File: src/rtl/sdram_ctrl_pkg.sv
package sdram_ctrl_pkg;

    // Command encoding on {CS#, RAS#, CAS#, WE#}
    typedef enum logic [3:0] {
        CMD_MRS = 4'b0000,
        CMD_REF = 4'b0001,
        CMD_PRE = 4'b0010,
        CMD_ACT = 4'b0011,
        CMD_WR  = 4'b0100,
        CMD_RD  = 4'b0101,
        CMD_NOP = 4'b0111
    } sd_cmd_t;

    typedef enum logic [3:0] {
        ST_POWERUP,
        ST_INIT_PRE,
        ST_INIT_REF,
        ST_LOAD_MODE,
        ST_IDLE,
        ST_PRECHARGE,
        ST_ACTIVATE,
        ST_READ,
        ST_WRITE,
        ST_REF_PRE,
        ST_REFRESH,
        ST_WAIT
    } ctrl_state_t;

endpackage

File: src/rtl/sdram_addr_split.sv
module sdram_addr_split #(
    parameter int ROW_W  = 13,
    parameter int BANK_W = 2,
    parameter int COL_W  = 9,
    localparam int ADDR_W = ROW_W + BANK_W + COL_W
) (
    input  logic [ADDR_W-1:0] flat_addr,
    output logic [ROW_W-1:0]  row,
    output logic [BANK_W-1:0] bank,
    output logic [COL_W-1:0]  col
);

    // Bank bits sit between row and column so that linear streams
    // rotate through banks before changing row.
    assign col  = flat_addr[COL_W-1:0];
    assign bank = flat_addr[COL_W +: BANK_W];
    assign row  = flat_addr[COL_W+BANK_W +: ROW_W];

endmodule

File: src/rtl/sdram_row_tracker.sv
module sdram_row_tracker #(
    parameter int ROW_W  = 13,
    parameter int BANK_W = 2,
    localparam int BANKS = 1 << BANK_W
) (
    input  logic              clk,
    input  logic              rst,
    input  logic              open_en,
    input  logic              close_en,
    input  logic              close_all,
    input  logic [BANK_W-1:0] upd_bank,
    input  logic [ROW_W-1:0]  upd_row,
    input  logic [BANK_W-1:0] look_bank,
    input  logic [ROW_W-1:0]  look_row,
    output logic              look_open,
    output logic              look_hit,
    output logic              any_open
);

    logic [BANKS-1:0]       open_vec;
    logic [BANKS*ROW_W-1:0] rows_flat;
    logic [ROW_W-1:0]       look_row_open;

    for (genvar b = 0; b < BANKS; b++) begin : g_bank
        localparam logic [BANK_W-1:0] IDX = BANK_W'(b);
        logic             open_q;
        logic [ROW_W-1:0] row_q;

        always_ff @(posedge clk) begin
            if (rst) begin
                open_q <= 1'b0;
                row_q  <= '0;
            end else if (close_all || (close_en && upd_bank == IDX)) begin
                open_q <= 1'b0;
            end else if (open_en && upd_bank == IDX) begin
                open_q <= 1'b1;
                row_q  <= upd_row;
            end
        end

        assign open_vec[b]                   = open_q;
        assign rows_flat[b*ROW_W +: ROW_W]   = row_q;
    end

    assign look_row_open = rows_flat[look_bank*ROW_W +: ROW_W];
    assign look_open     = open_vec[look_bank];
    assign look_hit      = look_open && (look_row_open == look_row);
    assign any_open      = |open_vec;

endmodule

File: src/rtl/sdram_refresh_timer.sv
module sdram_refresh_timer #(
    parameter int T_REFI = 780,
    localparam int CNT_W = $clog2(T_REFI + 1)
) (
    input  logic clk,
    input  logic rst,
    input  logic enable,
    input  logic ack,
    output logic due
);

    logic [CNT_W-1:0] cnt_q;

    always_ff @(posedge clk) begin
        if (rst) begin
            cnt_q <= '0;
            due   <= 1'b0;
        end else if (enable) begin
            if (cnt_q == CNT_W'(T_REFI - 1)) begin
                cnt_q <= '0;
                due   <= 1'b1;
            end else begin
                cnt_q <= cnt_q + 1'b1;
                if (ack) due <= 1'b0;
            end
        end
    end

endmodule

File: src/rtl/sdram_ctrl.sv
module sdram_ctrl
    import sdram_ctrl_pkg::*;
#(
    parameter int ROW_W   = 13,
    parameter int BANK_W  = 2,
    parameter int COL_W   = 9,
    parameter int DATA_W  = 16,
    parameter int T_INIT  = 20000,
    parameter int T_RCD   = 3,
    parameter int T_RP    = 3,
    parameter int T_RFC   = 9,
    parameter int T_MRD   = 2,
    parameter int T_WR    = 2,
    parameter int T_REFI  = 780,
    parameter int CAS_LAT = 3,
    localparam int ADDR_W = ROW_W + BANK_W + COL_W,
    localparam int MASK_W = DATA_W / 8
) (
    input  logic              clk,
    input  logic              rst,
    input  logic              req_valid,
    output logic              req_ready,
    input  logic              req_write,
    input  logic [ADDR_W-1:0] req_addr,
    input  logic [DATA_W-1:0] req_wdata,
    input  logic [MASK_W-1:0] req_be,
    output logic              rd_valid,
    output logic [DATA_W-1:0] rd_data,
    output logic              sd_cke,
    output logic              sd_cs_n,
    output logic              sd_ras_n,
    output logic              sd_cas_n,
    output logic              sd_we_n,
    output logic [BANK_W-1:0] sd_ba,
    output logic [ROW_W-1:0]  sd_addr,
    output logic [MASK_W-1:0] sd_dqm,
    output logic [DATA_W-1:0] sd_dq_out,
    output logic              sd_dq_oe,
    input  logic [DATA_W-1:0] sd_dq_in
);

    localparam int TMR_W     = $clog2(T_INIT + T_RFC + T_RP + T_RCD + T_MRD + T_WR + CAS_LAT + 2);
    localparam int INIT_REFS = 2;
    localparam int AP_BIT    = 10;
    localparam logic [ROW_W-1:0] MODE_WORD = ROW_W'(CAS_LAT << 4);

    ctrl_state_t       state_q, ret_q;
    logic [TMR_W-1:0]  tmr_q;
    logic [1:0]        init_refs_q;
    logic              init_done_q;

    logic              wr_q;
    logic [ROW_W-1:0]  row_q;
    logic [BANK_W-1:0] bank_q;
    logic [COL_W-1:0]  col_q;
    logic [DATA_W-1:0] wdata_q;
    logic [MASK_W-1:0] be_q;

    logic [ROW_W-1:0]  look_row;
    logic [BANK_W-1:0] look_bank;
    logic [COL_W-1:0]  look_col;
    logic              look_open, look_hit, any_open;
    logic              ref_due;

    // next-cycle pin values and side effects, from the output process
    sd_cmd_t           cmd_d, cmd_q;
    logic [BANK_W-1:0] ba_d;
    logic [ROW_W-1:0]  a_d;
    logic [MASK_W-1:0] dqm_d;
    logic              oe_d;
    logic              trk_open, trk_close, trk_close_all;
    logic              ref_ack, rd_issue;
    logic [CAS_LAT:0]  rd_sr_q;

    sdram_addr_split #(.ROW_W(ROW_W), .BANK_W(BANK_W), .COL_W(COL_W)) u_split (
        .flat_addr (req_addr),
        .row       (look_row),
        .bank      (look_bank),
        .col       (look_col)
    );

    sdram_row_tracker #(.ROW_W(ROW_W), .BANK_W(BANK_W)) u_rows (
        .clk       (clk),
        .rst       (rst),
        .open_en   (trk_open),
        .close_en  (trk_close),
        .close_all (trk_close_all),
        .upd_bank  (bank_q),
        .upd_row   (row_q),
        .look_bank (look_bank),
        .look_row  (look_row),
        .look_open (look_open),
        .look_hit  (look_hit),
        .any_open  (any_open)
    );

    sdram_refresh_timer #(.T_REFI(T_REFI)) u_refi (
        .clk    (clk),
        .rst    (rst),
        .enable (init_done_q),
        .ack    (ref_ack),
        .due    (ref_due)
    );

    // State register
    always_ff @(posedge clk) begin
        if (rst) begin
            state_q     <= ST_POWERUP;
            ret_q       <= ST_IDLE;
            tmr_q       <= TMR_W'(T_INIT - 1);
            init_refs_q <= '0;
            init_done_q <= 1'b0;
            wr_q        <= 1'b0;
            row_q       <= '0;
            bank_q      <= '0;
            col_q       <= '0;
            wdata_q     <= '0;
            be_q        <= '0;
        end else begin
            unique case (state_q)
                ST_POWERUP: begin
                    if (tmr_q == '0) state_q <= ST_INIT_PRE;
                    else             tmr_q   <= tmr_q - 1'b1;
                end
                ST_INIT_PRE: begin
                    tmr_q   <= TMR_W'(T_RP - 2);
                    ret_q   <= ST_INIT_REF;
                    state_q <= ST_WAIT;
                end
                ST_INIT_REF: begin
                    tmr_q       <= TMR_W'(T_RFC - 2);
                    init_refs_q <= init_refs_q + 1'b1;
                    ret_q       <= (init_refs_q == 2'(INIT_REFS - 1)) ? ST_LOAD_MODE : ST_INIT_REF;
                    state_q     <= ST_WAIT;
                end
                ST_LOAD_MODE: begin
                    tmr_q       <= TMR_W'(T_MRD - 2);
                    ret_q       <= ST_IDLE;
                    init_done_q <= 1'b1;
                    state_q     <= ST_WAIT;
                end
                ST_IDLE: begin
                    if (ref_due) begin
                        state_q <= any_open ? ST_REF_PRE : ST_REFRESH;
                    end else if (req_valid) begin
                        wr_q    <= req_write;
                        row_q   <= look_row;
                        bank_q  <= look_bank;
                        col_q   <= look_col;
                        wdata_q <= req_wdata;
                        be_q    <= req_be;
                        if (!look_open)    state_q <= ST_ACTIVATE;
                        else if (look_hit) state_q <= req_write ? ST_WRITE : ST_READ;
                        else               state_q <= ST_PRECHARGE;
                    end
                end
                ST_PRECHARGE: begin
                    tmr_q   <= TMR_W'(T_RP - 2);
                    ret_q   <= ST_ACTIVATE;
                    state_q <= ST_WAIT;
                end
                ST_ACTIVATE: begin
                    tmr_q   <= TMR_W'(T_RCD - 2);
                    ret_q   <= wr_q ? ST_WRITE : ST_READ;
                    state_q <= ST_WAIT;
                end
                ST_READ: begin
                    tmr_q   <= TMR_W'(CAS_LAT);
                    ret_q   <= ST_IDLE;
                    state_q <= ST_WAIT;
                end
                ST_WRITE: begin
                    tmr_q   <= TMR_W'(T_WR - 2);
                    ret_q   <= ST_IDLE;
                    state_q <= ST_WAIT;
                end
                ST_REF_PRE: begin
                    tmr_q   <= TMR_W'(T_RP - 2);
                    ret_q   <= ST_REFRESH;
                    state_q <= ST_WAIT;
                end
                ST_REFRESH: begin
                    tmr_q   <= TMR_W'(T_RFC - 2);
                    ret_q   <= ST_IDLE;
                    state_q <= ST_WAIT;
                end
                ST_WAIT: begin
                    if (tmr_q == '0) state_q <= ret_q;
                    else             tmr_q   <= tmr_q - 1'b1;
                end
                default: state_q <= ST_IDLE;
            endcase
        end
    end

    // Output decode: command for the next pin cycle and bookkeeping strobes
    always_comb begin
        cmd_d         = CMD_NOP;
        ba_d          = bank_q;
        a_d           = '0;
        dqm_d         = '0;
        oe_d          = 1'b0;
        trk_open      = 1'b0;
        trk_close     = 1'b0;
        trk_close_all = 1'b0;
        ref_ack       = 1'b0;
        rd_issue      = 1'b0;
        req_ready     = 1'b0;
        unique case (state_q)
            ST_INIT_PRE, ST_REF_PRE: begin
                cmd_d         = CMD_PRE;
                a_d[AP_BIT]   = 1'b1;
                trk_close_all = 1'b1;
            end
            ST_INIT_REF: cmd_d = CMD_REF;
            ST_REFRESH: begin
                cmd_d   = CMD_REF;
                ref_ack = 1'b1;
            end
            ST_LOAD_MODE: begin
                cmd_d = CMD_MRS;
                ba_d  = '0;
                a_d   = MODE_WORD;
            end
            ST_IDLE: req_ready = !ref_due;
            ST_PRECHARGE: begin
                cmd_d     = CMD_PRE;
                trk_close = 1'b1;
            end
            ST_ACTIVATE: begin
                cmd_d    = CMD_ACT;
                a_d      = row_q;
                trk_open = 1'b1;
            end
            ST_READ: begin
                cmd_d    = CMD_RD;
                a_d      = ROW_W'(col_q);
                rd_issue = 1'b1;
            end
            ST_WRITE: begin
                cmd_d = CMD_WR;
                a_d   = ROW_W'(col_q);
                dqm_d = ~be_q;
                oe_d  = 1'b1;
            end
            default: ;
        endcase
    end

    // Pin registers and read capture pipeline
    always_ff @(posedge clk) begin
        if (rst) begin
            sd_cke    <= 1'b0;
            cmd_q     <= CMD_NOP;
            sd_ba     <= '0;
            sd_addr   <= '0;
            sd_dqm    <= '0;
            sd_dq_out <= '0;
            sd_dq_oe  <= 1'b0;
            rd_sr_q   <= '0;
            rd_valid  <= 1'b0;
            rd_data   <= '0;
        end else begin
            sd_cke    <= 1'b1;
            cmd_q     <= cmd_d;
            sd_ba     <= ba_d;
            sd_addr   <= a_d;
            sd_dqm    <= dqm_d;
            sd_dq_out <= wdata_q;
            sd_dq_oe  <= oe_d;
            rd_sr_q   <= {rd_sr_q[CAS_LAT-1:0], rd_issue};
            rd_valid  <= rd_sr_q[CAS_LAT];
            if (rd_sr_q[CAS_LAT]) rd_data <= sd_dq_in;
        end
    end

    assign {sd_cs_n, sd_ras_n, sd_cas_n, sd_we_n} = cmd_q;

endmodule

File: config.mk
export PLATFORM = sky130hd
export DESIGN_NAME = sdram_ctrl
export DESIGN_NICKNAME = d
export VERILOG_FILES = /design/src/rtl/sdram_ctrl_pkg.sv /design/src/rtl/sdram_addr_split.sv /design/src/rtl/sdram_row_tracker.sv /design/src/rtl/sdram_refresh_timer.sv /design/src/rtl/sdram_ctrl.sv
export SDC_FILE = /design/constraint.sdc
export NUM_CORES = 1
export LEC_CHECK = 0
export CAP_MARGIN = 20
export CORE_ASPECT_RATIO = 0.6
export CORE_MARGIN = 4
export CORE_UTILIZATION = 50
export CTS_CLUSTER_DIAMETER = 50
export DETAILED_ROUTE_END_ITERATION = 10
export DONT_BUFFER_PORTS = 1
export HOLD_SLACK_MARGIN = 0.02
export MAX_ROUTING_LAYER = met4
export PLACE_DENSITY = 0.68
export SETUP_SLACK_MARGIN = 0.02
export SLEW_MARGIN = 20
export SYNTH_ARGS = -nofsm -noshare
export SYNTH_HDL_FRONTEND = slang
export SYNTH_SLANG_ARGS = --single-unit
File: constraint.sdc
create_clock -name clk -period 3.8 [get_ports clk]
set_input_delay 1.14 -clock clk [delete_from_list [all_inputs] [get_ports clk]]
set_output_delay 1.14 -clock clk [all_outputs]
set_load 0.02 [all_outputs]
==> results.py <==
metrics = {
    "power": {
        "seq_power_share": 0.525,
        "power_frac_comb": 0.011,
        "power.ir.vdd_worst_mv": 0.2705,
        "leakage_nw": 2.858,
        "p_int_mw": 2.981,
        "clock_power_share": 0.464,
        "power_per_cell_area_mw_per_mm2": 463.0,
        "power_switching_share": 0.2361,
        "switchingPower_uw": 921.2,
    },
    "cells_and_area": {
        "antenna_cells_inserted": 0,
        "layout-area-overhead-vs-synth_pct": 9.333,
        "instances_no_fill": 1072,
        "n_fill_cell": 1299,
        "post_route_cells_drive_above_1_share": 0.06751,
        "design.final.nets": 926,
    },
    "cts": {
        "cts-root-buf": "sky130_fd_sc_hd__clkbuf_16",
        "clock_tree.htree_level_count": 4,
        "cts.repair_timing.setup_buffer_count": 0,
        "number_of_hold_repair_buffers_added_at_the_cts_stage": 0,
        "cts.reportedPaths.clkPinSlew_ns": 0.08,
        "post_cts.resized_instances": 0,
        "clk-insertion-delay-late_ns": 0.43,
        "number_of_sinks_on_the_clock_net": 195,
        "cts_tree": "built",
        "clk_path_buf_depth": 2,
        "cts-buffers-inserted": 17,
    },
    "setup_path": {
        "data_arrival_time_of_the_critical_path_ns": 2.07,
        "cp.required_ns": 2.66,
        "worst_setup_slack_for_register_to_register_paths_ns": 0.86,
        "start_kind": "flip-flop",
        "worstRegToRegCells": 5,
        "setup.worst_path.end_class": "output port",
        "reg2reg_to": "u_rows.g_bank[3].row_q[3]$_SDFFE_PP0P_",
        "critical_path.max_fanout": 20,
        "worstPathCellList": "nor2_1, nor4b_2, buf_4",
        "timing.setup.critical_path_class": "flip-flop to output port",
        "peak_per_stage_delay_on_the_critical_path_ns": 0.54,
        "cpMaxStageDelayCell": "sky130_fd_sc_hd__dfxtp_1",
        "r2r_start": "state_q[1]$_SDFFE_PP0P_",
    },
    "route": {
        "drt-vias-per-instance": 5.670,
        "detailroute.via_count": 6078,
        "antenna_viol_nets_final": 0,
        "postRouteWirelength_um": 18990,
        "drtPass1Iterations": 6,
        "remaining_drc_errors": 0,
        "drt_iter0_markers": 697,
        "drt-wirelength-per-cell_um": 17.72,
    },
    "floorplanning": {
        "io_pins": 119,
        "die_height_um": 104.2,
        "start_util": 0.5207,
        "die_area_sq_mm": 0.01753,
        "core_sq_mm": 0.01480,
        "row_count": 34,
        "fp.dieW_um": 168.3,
    },
    "yosys": {
        "syn_nets": 952,
        "post_synth_edffs": 0,
        "synth_seq_area_share": 0.5064,
        "mappedNetlistArea_sq_mm": 0.007709,
        "synthDistinctLibCells": 56,
        "yosysWarningCount": 0,
        "async_flop_share": 0,
        "ys_seq_elements": 195,
        "post_synth.cell_area_avg_sq_um": 8.691,
        "postSynth.topFlopCell": "sky130_fd_sc_hd__dfxtp_1",
        "netlist_instances": 887,
    },
    "sta": {
        "fin_setup_tns_ns": 0,
        "achievable-frequency_mhz": 311.4,
        "slew_headroom": 0.4029,
        "final_period_minus_worst_setup_slack_ns": 3.212,
        "timing.final.max_slew_violations": 0,
        "setup-violations-final": 0,
        "max_slew.worst_pin.slew_ns": 0.8956,
        "final_clock_period_utilization_by_the_worst_path": 0.8452,
        "finClkSkew_ns": 0.01444,
        "grt_setup_unrepaired": "false",
        "timing_hold_violations_final": 0,
    },
    "worst_hold_path": {
        "hold_path_depth": 1,
        "hold_path.class": "flip-flop to flip-flop",
        "min_delay_worst_endpoint": "sd_dqm[0]$_SDFF_PP0_",
        "worstHoldStart": "be_q[0]$_SDFFE_PP0P_",
    },
    "grt": {
        "grt_antenna_before_repair": 0,
        "gr-usage-all-layers": 0.2220,
        "gr-total-overflow": 0,
        "maximum_number_of_pins_on_one_net_before_global_route_repair": 167,
        "global_route_wire_length_before_repair_um": 30650,
        "grt_pass1_vias": 5615,
    },
    "placed_design": {
        "dp_cells": 1040,
        "gp_congestion": 0.8996,
        "detailed_place_hpwl_um": 12430,
        "io_buffer_count": 0,
    },
    "outcome": {
        "status": "completed",
    },
    "run": {
        "timing.max_cap.violations": 0,
    },
}
## layout by cell type, fill, tap and decap left out, types with 7 or more instances in the layout
cell / instances
sky130_fd_sc_hd__nand2_1: 218
sky130_fd_sc_hd__dfxtp_1: 195
sky130_fd_sc_hd__a21oi_1: 118
sky130_fd_sc_hd__nor2_1: 65
sky130_fd_sc_hd__nor2b_1: 23
sky130_fd_sc_hd__mux2i_1: 21
sky130_fd_sc_hd__xnor2_1: 19
sky130_fd_sc_hd__xor2_1: 18
sky130_fd_sc_hd__clkbuf_16: 17
sky130_fd_sc_hd__nand3_1: 16
sky130_fd_sc_hd__inv_1: 13
sky130_fd_sc_hd__o21ai_0: 13
sky130_fd_sc_hd__buf_4: 12
sky130_fd_sc_hd__nor3_1: 11
sky130_fd_sc_hd__nand4_1: 9
sky130_fd_sc_hd__a22oi_1: 8
sky130_fd_sc_hd__mux4_1: 7
## registers in the layout, indices dropped and copies added (netlist names), 9 cells and up
| signal | count |
|---|---|
| u_rows.g_bank.row_q | 52 |
| rd_data | 16 |
| sd_dq_out | 16 |
| wdata_q | 16 |
| tmr_q | 15 |
| row_q | 13 |
| sd_addr | 13 |
| u_refi.cnt_q | 10 |
| col_q | 9 |
## cells by family after synthesis
family / share of synthesized area
flip-flops: 0.5064
other: 0.0004865
XOR/XNOR: 0.04204
AND/OR/NAND/NOR: 0.2069
adder cells (fa/ha/maj): 0.004870
buffers and inverters: 0.03879
AO/OA/AOI/OAI: 0.1347
multiplexers: 0.06574
## worst max path at each step
stage	to	cells past startpoint	startpoint
3_5_place_dp	state_q[3]$_SDFFE_PP0P_	6	req_addr[10]
5_1_grt	req_ready	3	state_q[0]$_SDFFE_PP0P_
3_3_place_gp	state_q[3]$_SDFFE_PP0P_	6	req_addr[9]
2_1_floorplan	state_q[0]$_SDFFE_PP0P_	7	req_addr[10]
6_report	req_ready	3	state_q[0]$_SDFFE_PP0P_
4_1_cts	req_ready	3	state_q[0]$_SDFFE_PP0P_
## worst max-delay path: cells and delay by family (launching register included)
kind / cells / cell delay [ns]
DFF: 1 / 0.54
buffers and inverters: 1 / 0.24
and+or+nand+nor: 2 / 0.86
## layer usage
layer,share of wire,GRT usage,vias up
met5,0,-,-
met4,0.0096,0.05675,0
met3,0.11,0.07406,20
met2,0.39,0.2818,296
met1,0.48,0.3332,2799
li1,-,-,2963
## cells in the mapped netlist (5+ instances only)
library cell / instances / share of area
sky130_fd_sc_hd__inv_1: 13 / 0.0063
sky130_fd_sc_hd__dfxtp_1: 195 / 0.51
sky130_fd_sc_hd__nor2_1: 65 / 0.032
sky130_fd_sc_hd__buf_2: 8 / 0.0052
sky130_fd_sc_hd__mux2i_1: 21 / 0.027
sky130_fd_sc_hd__nand4_1: 9 / 0.0073
sky130_fd_sc_hd__o21ai_0: 13 / 0.0084
sky130_fd_sc_hd__nor3_1: 12 / 0.0078
sky130_fd_sc_hd__xnor2_1: 19 / 0.022
sky130_fd_sc_hd__nand3_1: 16 / 0.010
sky130_fd_sc_hd__nand2_1: 218 / 0.11
sky130_fd_sc_hd__a22oi_1: 8 / 0.0078
sky130_fd_sc_hd__and3_1: 5 / 0.0041
sky130_fd_sc_hd__mux4_2: 5 / 0.015
sky130_fd_sc_hd__mux4_1: 7 / 0.024
sky130_fd_sc_hd__clkbuf_1: 41 / 0.020
sky130_fd_sc_hd__xor2_1: 18 / 0.020
sky130_fd_sc_hd__a21oi_1: 118 / 0.077
sky130_fd_sc_hd__nor2b_1: 23 / 0.019
sky130_fd_sc_hd__o311ai_0: 5 / 0.0057
## power groups by stage
stage / Sequential, mW / Combinational (mW) / Clock [mW]
detailed placement: 2.10 / 0.0414 / 0
CTS: 2.05 / 0.0419 / 1.84
finish: 2.05 / 0.0422 / 1.81
global placement: 2.10 / 0.0413 / 0
global route: 2.05 / 0.0471 / 1.92
floorplan: 2.10 / 0.0663 / 0
## stage by stage
stage                     hold slack (ns)  worst slack [ns]  instance area [sq um]  utilization  power [mW]
after floorplan                    0.3924            0.9227                   7709            -       2.164
after global placement             0.4066            0.9423                   7809       0.5275       2.140
after detailed placement           0.4066            0.9087                   7809       0.5275       2.140
after CTS                          0.4229            0.6031                   8428       0.5693       3.929
after global routing               0.4391            0.4706                   8428       0.5693       4.019
final                              0.4185            0.5884                   8428       0.5693       3.902
## final cells by class
cell class | count | area (sq um) | area share
clock inverter | 14 | 180.2 | 0.02138
timing repair buffer | 12 | 90.09 | 0.01069
multi-input combinational | 622 | 3518 | 0.4175
clock buffer | 18 | 439.2 | 0.05211
sequential | 195 | 3904 | 0.4632
inverter | 13 | 48.80 | 0.005790
tap | 198 | 247.7 | 0.02939
Power figures use the tool's default switching activity.
